## src/rtl/ext_irq_sense.sv

```systemverilog
module ext_irq_sense #(
  parameter int LINES  = 4,
  parameter int ADDR_W = 4,
  parameter int DATA_W = 32
) (
  input  logic              clk,
  input  logic              rst_n,
  input  logic [LINES-1:0]  pin_i,
  input  logic [ADDR_W-1:0] reg_addr,
  input  logic              reg_we,
  input  logic [DATA_W-1:0] reg_wdata,
  output logic [DATA_W-1:0] reg_rdata,
  output logic [LINES-1:0]  irq_o
);
  localparam int F_ACK  = 0;
  localparam int F_POL  = LINES;
  localparam int F_ANY  = 2 * LINES;
  localparam int F_LVL  = 3 * LINES;
  localparam int F_MASK = 4 * LINES;
  localparam int USED   = 5 * LINES;

  logic [LINES-1:0] mask_q, lvl_q, any_q, pol_q;
  logic [LINES-1:0] s1_q, s2_q, prev_q, pend_q;

  logic             sel, cfg_wr;
  logic [LINES-1:0] ack, rise, fall, hit;
  logic             unused_wdata_hi;

  assign sel    = (reg_addr == '0);
  assign cfg_wr = reg_we && sel;
  assign ack    = cfg_wr ? reg_wdata[F_ACK +: LINES] : '0;
  assign unused_wdata_hi = ^reg_wdata[DATA_W-1:USED];

  assign rise = s2_q & ~prev_q;
  assign fall = ~s2_q & prev_q;
  assign hit  = ~lvl_q & ((any_q & (rise | fall)) |
                          (~any_q & pol_q & rise) |
                          (~any_q & ~pol_q & fall));

  always_ff @(posedge clk or negedge rst_n) begin
    if (!rst_n) begin
      s1_q   <= '0;
      s2_q   <= '0;
      prev_q <= '0;
      pend_q <= '0;
      mask_q <= '0;
      lvl_q  <= '1;
      any_q  <= '0;
      pol_q  <= '0;
    end else begin
      s1_q   <= pin_i;
      s2_q   <= s1_q;
      prev_q <= s2_q;
      pend_q <= ~lvl_q & ((pend_q & ~ack) | hit);
      if (cfg_wr) begin
        mask_q <= reg_wdata[F_MASK +: LINES];
        lvl_q  <= reg_wdata[F_LVL  +: LINES];
        any_q  <= reg_wdata[F_ANY  +: LINES];
        pol_q  <= reg_wdata[F_POL  +: LINES];
      end
    end
  end

  assign reg_rdata = sel ? {{(DATA_W-USED){1'b0}}, mask_q, lvl_q, any_q, pol_q, {LINES{1'b0}}}
                         : '0;

  assign irq_o = mask_q & ((lvl_q & ~(pol_q ^ s2_q)) | (~lvl_q & pend_q));


  cfg_write_chk: assert property (@(posedge clk) disable iff (!rst_n)
    cfg_wr |=> (mask_q == $past(reg_wdata[F_MASK +: LINES])) &&
               (lvl_q  == $past(reg_wdata[F_LVL  +: LINES])));


  cfg_ignore_chk: assert property (@(posedge clk) disable iff (!rst_n)
    (reg_we && !sel) |=> $stable(mask_q) && $stable(lvl_q) && $stable(any_q) && $stable(pol_q));

  for (genvar g = 0; g < LINES; g++) begin : g_chk

    edge_wins_chk: assert property (@(posedge clk) disable iff (!rst_n)
      hit[g] |=> pend_q[g]);


    ack_clears_chk: assert property (@(posedge clk) disable iff (!rst_n)
      (ack[g] && !hit[g]) |=> !pend_q[g]);


    latch_hold_chk: assert property (@(posedge clk) disable iff (!rst_n)
      (pend_q[g] && !lvl_q[g] && !ack[g]) |=> pend_q[g]);


    no_level_latch_chk: assert property (@(posedge clk) disable iff (!rst_n)
      lvl_q[g] |=> !pend_q[g]);
  end
endmodule

```

## config.mk

```make
export PLATFORM = sky130hd
export DESIGN_NAME = ext_irq_sense
export DESIGN_NICKNAME = d
export VERILOG_FILES = /design/src/rtl/ext_irq_sense.sv
export SDC_FILE = /design/constraint.sdc
export NUM_CORES = 1
export LEC_CHECK = 0
export BUFFER_PORTS_ARGS = -buffer_cell sky130_fd_sc_hd__buf_2
export CORE_ASPECT_RATIO = 0.9
export CORE_MARGIN = 2
export CORE_UTILIZATION = 49
export DETAILED_ROUTE_END_ITERATION = 6
export GPL_TIMING_DRIVEN = 0
export PLACE_DENSITY = 0.8
export SLEW_MARGIN = 10
export SYNTH_ARGS = -nofsm -noshare
export SYNTH_HDL_FRONTEND = slang
export SYNTH_SLANG_ARGS = --single-unit
```

## constraint.sdc

```tcl
create_clock -name clk -period 2.55 [get_ports clk]
set_input_delay 0.6375 -clock clk [delete_from_list [all_inputs] [get_ports clk]]
set_output_delay 0.6375 -clock clk [all_outputs]
set_load 0.01 [all_outputs]
```

### Word-level counts from Yosys, hierarchy flattened

Cells that the tools add are included.

* $add $sub $neg: 0
* muxes and demuxes: 2
* $mul: 0
* divide/modulo/power cells: 0
* reductions and logical operators: 2
* $lt $le $gt $ge: 0
* bitwise gates (word level): 26
* shifts and indexed selects: 0
* equality and inequality tests: 0

Operators with widths (count)
* $and 4x4->4: 13
* $not 4->4: 7
* $mux 20: 1
* $or 4x4->4: 5
* $logic_not 4->1: 1
* $mux 4: 1
* $xor 4x4->4: 1
* $logic_and 1x1->1: 1

* RAM bits: 0
* ROM bits: 0
* output and inout port bits: 36
* memories kept: 0
* latch bits: 0
* bits in registers: 32

### Depth between registers and ports, before layout

Gate-level depths: netlist of run 1.

* depth in word-level cells: 9
* gate-level depth with buffers: 5
* depth with buffers taken out: 5

### Worst setup path after synthesis of run 1

No wires, ideal clock.

* path kind: input-to-output
* start: input port reg_addr[1]
* end: output port reg_rdata[19]
* setup slack: 512 ps
* buffers on the path: 1
* stages: 3
* arrival time: 1400 ps
* cells stage by stage: nor4_4 -> clkbuf_1 -> and2_1

* longest elaborated chain between the ends: 2

Ends and longest elaborated chain
* start: declaration: line 9 `input logic [ADDR_W-1:0] reg_addr,`
* $logic_not 4->1: line 29 `assign sel = (reg_addr == '0);`
* $mux 20: line 64 `assign reg_rdata = sel ? {{(DATA_W-USED){1'b0}}, mask_q, lvl_q, any_q, pol_q, {LINES{1'b0}}}`
* end: declaration: line 12 `output logic [DATA_W-1:0] reg_rdata,`

No other way between the ends.

### Worst setup path after layout of run 1

* start: input port reg_addr[1]
* end: output port reg_rdata[4]

The elaborated chain is that of the path after synthesis.

==> metrics, run 1 <==
status finished clean; pre-CTS setup slack 0.0648 ns; Post-CTS Hold Buffers 0; largest net degree at the start of global routing 33; routed wire length 2980 um; metal3 WL 206 um; Inserted Clock Buffers 5; Final min period 2.46 ns; setup bufs post-CTS 0; worst setup margin 0.0904 ns; Max-Cap Viols 0; Cells after DPL 247; Leak 1.18 nW; share of layout cells above drive strength 1 47.4%; first-pass GRT wire length 4780 um; critical-path cell list buf_2 -> nor4_4 -> clkbuf_1 -> and2_1 -> buf_2; Root Buffer clkbuf_8; DIE AREA 3890 um2; total I/O pin count 79; Pre-antenna DRT Iters 3; WP data arrival 1.82 ns; post-DP HPWL 2310 um; FF+latch count, synth 32; Synth cell types 22; PortBufs 50; initial core utilization 50.2%; count of final setup violators 0; clock skew 0.00423 ns; FP Rows 20; Core Area 3330 um2; gr usage total 17.3%; Slowest cell on crit path nor4_4; fill cell count 271; crit-path max FO 10; period utilization 96.5%; Crit path top cell by count buf_2; gpl congestion 0.727; met2 wire length 1440 um; uppermost layer routed met4; Clock H-tree levels 2; clk slew on worst S/H paths 0.06 ns; Layout Nets 261; chip width 65.5 um; CP Class primary input to output pin; critical path's top delay family buffers and inverters; CTS Sinks 32; total congestion overflow 0; Worst Setup End Kind output pin; DRT antenna net count 0; # diodes 0; Avg Cell Area, Syn 12.1 um2; WL met1 1260 um; Power per Cell Area 650 nW/um2; Final Hold Viols 0; crit start category primary input; Rel. slew slack 54.9%; Slew Viols, Final 0; CP bufs+invs 3; Die H 59.4 um; TritonCTS clock tree done; class of the worst hold path register to register; Worst Path Required 1.91 ns; Crit path largest cell delay 0.37 ns; initial drt markers 29; Remaining DRCs 0; mapped cell area 1670 um2; setup TNS 0 ns; peak supply drop 0.510 mV; final non-filler cell total 255; via count 1,136; cells after synthesis 138; Yosys warnings 0; vias in the first global route 1,063; initial antenna violation count 0; DR WL/cell 11.7 um; worst skew pair latency 0.28 ns; Area Growth Syn to Fin 27.1%; total power 1.38 mW; clock tree buffer depth 2; vias per inst 4.45; sequential-to-total area share from yosys stat 48.3%; Worst Tran Pin Value 0.676 ns; Fmax 0.407 GHz; RSZ-0062 raised after global routing false
[cell usage in the layout (no fill, tap or decap), types with 6 or more instances in the layout]
cell type / netlist / routed
and2_1: 16 / 16
buf_2: 0 / 50
o21ai_0: 8 / 8
clkbuf_8: 0 / 6
ha_1: 8 / 8
buf_4: 16 / 16
dfrtp_1: 28 / 28
mux2_2: 10 / 10
mux2_4: 10 / 10
inv_1: 8 / 8
conb_1: 1 / 16
[timing repair]
action / in CTS / in global routing
resized for setup: 0 / 2
hold endpoints to repair: 0 / 0
setup endpoints to repair: 0 / 2
[layout make-up]
cell class	instances	area, um2	share of cell area, %
buffer	19	140	6.60
clock buffer	8	90.1	4.25
inverter	8	30.0	1.42
multi-input combinational	94	751	35.4
sequential	32	806	38.0
tap	44	55.1	2.59
timing repair buffer	50	250	11.8
[worst register-to-register path: stages, from the launching register on]
cell	delay (ns)
dfrtp_1	0.41
inv_1	0.06
ha_1	0.18
mux2_2	0.26
o21ai_0	0.14
o21ai_0	0.11
[registers in the layout (all words and copies together) (netlist names)]
name and count:
mask_q 4, pend_q 4, pol_q 4, s2_q 4, any_q 4, lvl_q 4
s1_q 4, prev_q 4
[path summary, 6_finish.rpt]
check / cells past startpoint / startpoint / slack (ns) / end
min in group asynchronous: 1 / rst_n / 0.39 / any_q[1]$_DFFE_PN0N_
max reg2reg: 5 / s2_q[1]$_DFF_PN0_ / 1.26 / pend_q[1]$_DFF_PN0_
max: 5 / reg_addr[1] / 0.09 / reg_rdata[4]
min: 0 / s1_q[3]$_DFF_PN0_ / 0.35 / s2_q[3]$_DFF_PN0_
min reg2reg: 0 / s1_q[3]$_DFF_PN0_ / 0.35 / s2_q[3]$_DFF_PN0_
max in group asynchronous: 1 / rst_n / 1.72 / s1_q[2]$_DFF_PN0_
[kinds of logic after synthesis]
| family | Yosys count | share of synthesized area [%] |
|---|---|---|
| AO/OA/AOI/OAI | 15 | 4.95 |
| XOR/XNOR | 4 | 2.10 |
| adder cells (fa/ha/maj) | 8 | 6.00 |
| buffers and inverters | 27 | 10.1 |
| flip-flops | 32 | 48.3 |
| multiplexers | 21 | 16.3 |
| other | 1 | 0.225 |
| AND/OR/NAND/NOR | 30 | 12.0 |
[cells in the mapped netlist]
cell type   n  area [um2]
buf_4      16         120
a21boi_0    3        22.5
dfrtp_1    28         701
clkbuf_1    2        7.51
mux2i_1     1        10.0
and2_1     16         100
o21ai_0     8        40.0
a21oi_1     4        20.0
nor4_4      1        21.3
ha_1        8         100
nand2_4     1        11.3
mux2_2     10         113
xnor2_1     4        35.0
nand2b_1    4        25.0
buf_6       1        11.3
and3_1      4        25.0
mux2_4     10         150
nor2b_1     1        6.26
nand2_1     3        11.3
dfstp_2     4         105
inv_1       8        30.0
conb_1      1        3.75
[through the flow]
| stage | utilization, % | area [um2] | hold slack [ns] |
|---|---|---|---|
| 5_1_grt | 63.8 | 2120 | 0.359 |
| 2_1_floorplan | - | 1730 | 0.331 |
| 3_3_place_gp | 61.0 | 2030 | 0.331 |
| 4_1_cts | 63.7 | 2120 | 0.350 |
| 6_report | 63.8 | 2120 | 0.346 |
| 3_5_place_dp | 61.0 | 2030 | 0.336 |
[layer usage]
layer | GRT usage, % | vias up
met3 | 6.27 | 7
met4 | 8.33 | 0
met2 | 27.7 | 48
met1 | 21.0 | 517
li1 | - | 564
met5 | 0 | -
[report_power, final]
part	leakage (nW)	internal [mW]	total, mW	switching [mW]
combinational	0.760	0.182	0.301	0.118
sequential	0.375	0.618	0.693	0.0749
clock	0.0455	0.220	0.386	0.166
total	1.18	1.02	1.38	0.360
Power figures use the tool's default switching activity.
==> inputs of run 2 (changes only) <==
--- a/config.mk
+++ b/config.mk
@@ -11,7 +11,7 @@
 export CORE_UTILIZATION = 49
 export DETAILED_ROUTE_END_ITERATION = 6
 export GPL_TIMING_DRIVEN = 0
-export PLACE_DENSITY = 0.8
+export PLACE_DENSITY = 0.82
 export SLEW_MARGIN = 10
 export SYNTH_ARGS = -nofsm -noshare
 export SYNTH_HDL_FRONTEND = slang
==> run 2 against run 1 <==
Largest cell class unchanged. Clock power is essentially flat. Cell count unchanged. Highest routed layer unchanged. Wire length decreased by 1.7%. Final area did not move. Combinational power is essentially flat. Critical path type unchanged. Critical endpoint is now reg_rdata[8].
==> metrics, run 2 (synthesized netlist as in run 1, its figures left out) <==
Layout Nets 261 (unchanged); clock power share 28.1% (about the same); count of final setup violators 0 (unchanged); Area Growth Syn to Fin 27.1% (unchanged); CP bufs+invs 3 (unchanged); Remaining DRCs 0 (unchanged); Final Hold Viols 0 (unchanged); peak supply drop 0.430 mV (-16%); Slew Viols, Final 0 (unchanged); Crit path top cell by count buf_2; Crit path largest cell delay 0.37 ns (about the same); DIE AREA 3890 um2 (unchanged); Logic pwr share 21.5% (-0.3 points); design area 2120 um2 (unchanged); FP Rows 20 (unchanged); hold_ws 0.346 ns (+0.000497 ns); WHS Path Cells 0 (unchanged); routed wire length 2930 um (-1.7%); share of layout cells above drive strength 1 47.4% (unchanged); Pre-antenna DRT Iters 4 (+1); vias in the first global route 1,150 (+8.2%); total I/O pin count 79 (unchanged); Net Sw Frac 26.3% (+0.19 points); DR WL/cell 11.5 um (-1.7%); class of the worst hold path register to register; # diodes 0 (unchanged); Power per Cell Area 652 nW/um2 (+0.26%); Core Area 3330 um2 (unchanged); critical path's top delay family buffers and inverters; Reg power frac 50.3% (about the same); fill cell count 291 (+7.4%); worst setup margin 0.106 ns (+0.0154 ns); gpl congestion 0.733 (+0.80%); clock tree buffer depth 2 (unchanged); largest net degree at the start of global routing 33 (unchanged); period utilization 95.8% (-0.60 points); most frequent cells in the layout 50 x buf_2, 28 x dfrtp_1, 16 x and2_1, 16 x buf_4, 16 x conb_1; Worst Setup End Kind output pin; FF+latch area 806 um2 (unchanged); crit-path max FO 10 (unchanged); initial drt markers 17 (-41%); Slowest cell on crit path nor4_4; chip width 65.5 um (unchanged); Clock H-tree levels 2 (unchanged); clock skew 0.00358 ns (-0.000648 ns); Fmax 0.409 GHz (+0.63%); setup bufs post-CTS 0 (unchanged); Worst Path Required 1.91 ns (about the same); PortBufs 50 (unchanged); post-DP HPWL 2290 um (-0.95%); initial antenna violation count 0 (unchanged); via count 1,168 (+2.8%); Final min period 2.44 ns (-0.0154 ns); total power 1.38 mW (+0.26%); Leak 1.18 nW (unchanged); Worst Tran Pin Value 0.682 ns (+0.00638 ns); Rel. slew slack 54.5% (-0.42 points); initial core utilization 50.2% (unchanged); WP depth 5 (unchanged); Max-Cap Viols 0 (unchanged); gr usage total 17.2% (-0.12 points); total congestion overflow 0 (unchanged); leading cell type in the layout, fill and taps excluded buf_2; pre-CTS setup slack 0.0825 ns (+0.0177 ns); TritonCTS clock tree done; WP data arrival 1.81 ns (about the same); DP Area 2030 um2 (unchanged); final non-filler cell total 255 (unchanged); Die H 59.4 um (unchanged); RSZ-0062 raised after global routing false; Cells after DPL 247 (unchanged); critical-path cell list buf_2 -> nor4_4 -> clkbuf_1 -> and2_1 -> buf_2; status finished clean; area of the multi-input gates 751 um2 (unchanged); vias per inst 4.58 (+2.8%); Sw Pwr 363 uW (+1.0%); DRT antenna net count 0 (unchanged); CTS Sinks 32 (unchanged); Root Buffer clkbuf_8; clk slew on worst S/H paths 0.06 ns (about the same); fin util 63.8% (unchanged); setup TNS 0 ns (unchanged); first-pass GRT wire length 4930 um (+3.2%); worst skew pair latency 0.28 ns (about the same); Internal Power 1.02 mW (about the same); CP Class primary input to output pin; Reg2Reg Depth 5 (unchanged); crit start category primary input; Inserted Clock Buffers 5 (unchanged)
[run 2: cell counts in the layout (fill, tap and decap cells not counted)]
No cell type changed its count.
[run 2: cell type report]
class	instances	area share [%]
multi-input combinational	94	35.4
sequential	32	38.0
timing repair buffer	50	11.8
inverter	8	1.42
tap	44	2.59
clock buffer	8	4.25
buffer	19	6.60
[run 2: final timing paths]
check | from | endpoint | slack (ns)
setup / recovery | reg_addr[1] | reg_rdata[8] | 0.11
hold / removal | s1_q[2]$_DFF_PN0_ | s2_q[2]$_DFF_PN0_ | 0.35
setup reg to reg | s2_q[1]$_DFF_PN0_ | pend_q[1]$_DFF_PN0_ | 1.29
hold reg to reg | s1_q[2]$_DFF_PN0_ | s2_q[2]$_DFF_PN0_ | 0.35
max in group asynchronous | rst_n | prev_q[1]$_DFF_PN0_ | 1.71
min in group asynchronous | rst_n | any_q[1]$_DFFE_PN0N_ | 0.40
[run 2: power by group through the flow]
stage          registers [mW]  clock network (mW)  logic, mW
6_report                0.696               0.389      0.298
5_1_grt                 0.714               0.417      0.334
4_1_cts                 0.699               0.396      0.302
3_5_place_dp            0.706                   0      0.302
3_3_place_gp            0.703                   0      0.292
2_1_floorplan           0.680                   0      0.222
[run 2: what timing repair did]
action | CTS | global route
hold buffers | 0 | 0
gates resized for setup | 0 | 2
setup endpoints to repair | 0 | 3
[run 2: per-layer routing]
metal | up-vias | track usage, % | part of all wire, %
li1 | 566 | - | -
met1 | 544 | 18.7 | 40
met2 | 53 | 30.6 | 49
met3 | 5 | 6.84 | 9.6
met4 | 0 | 6.25 | 1.1
met5 | - | 0 | 0
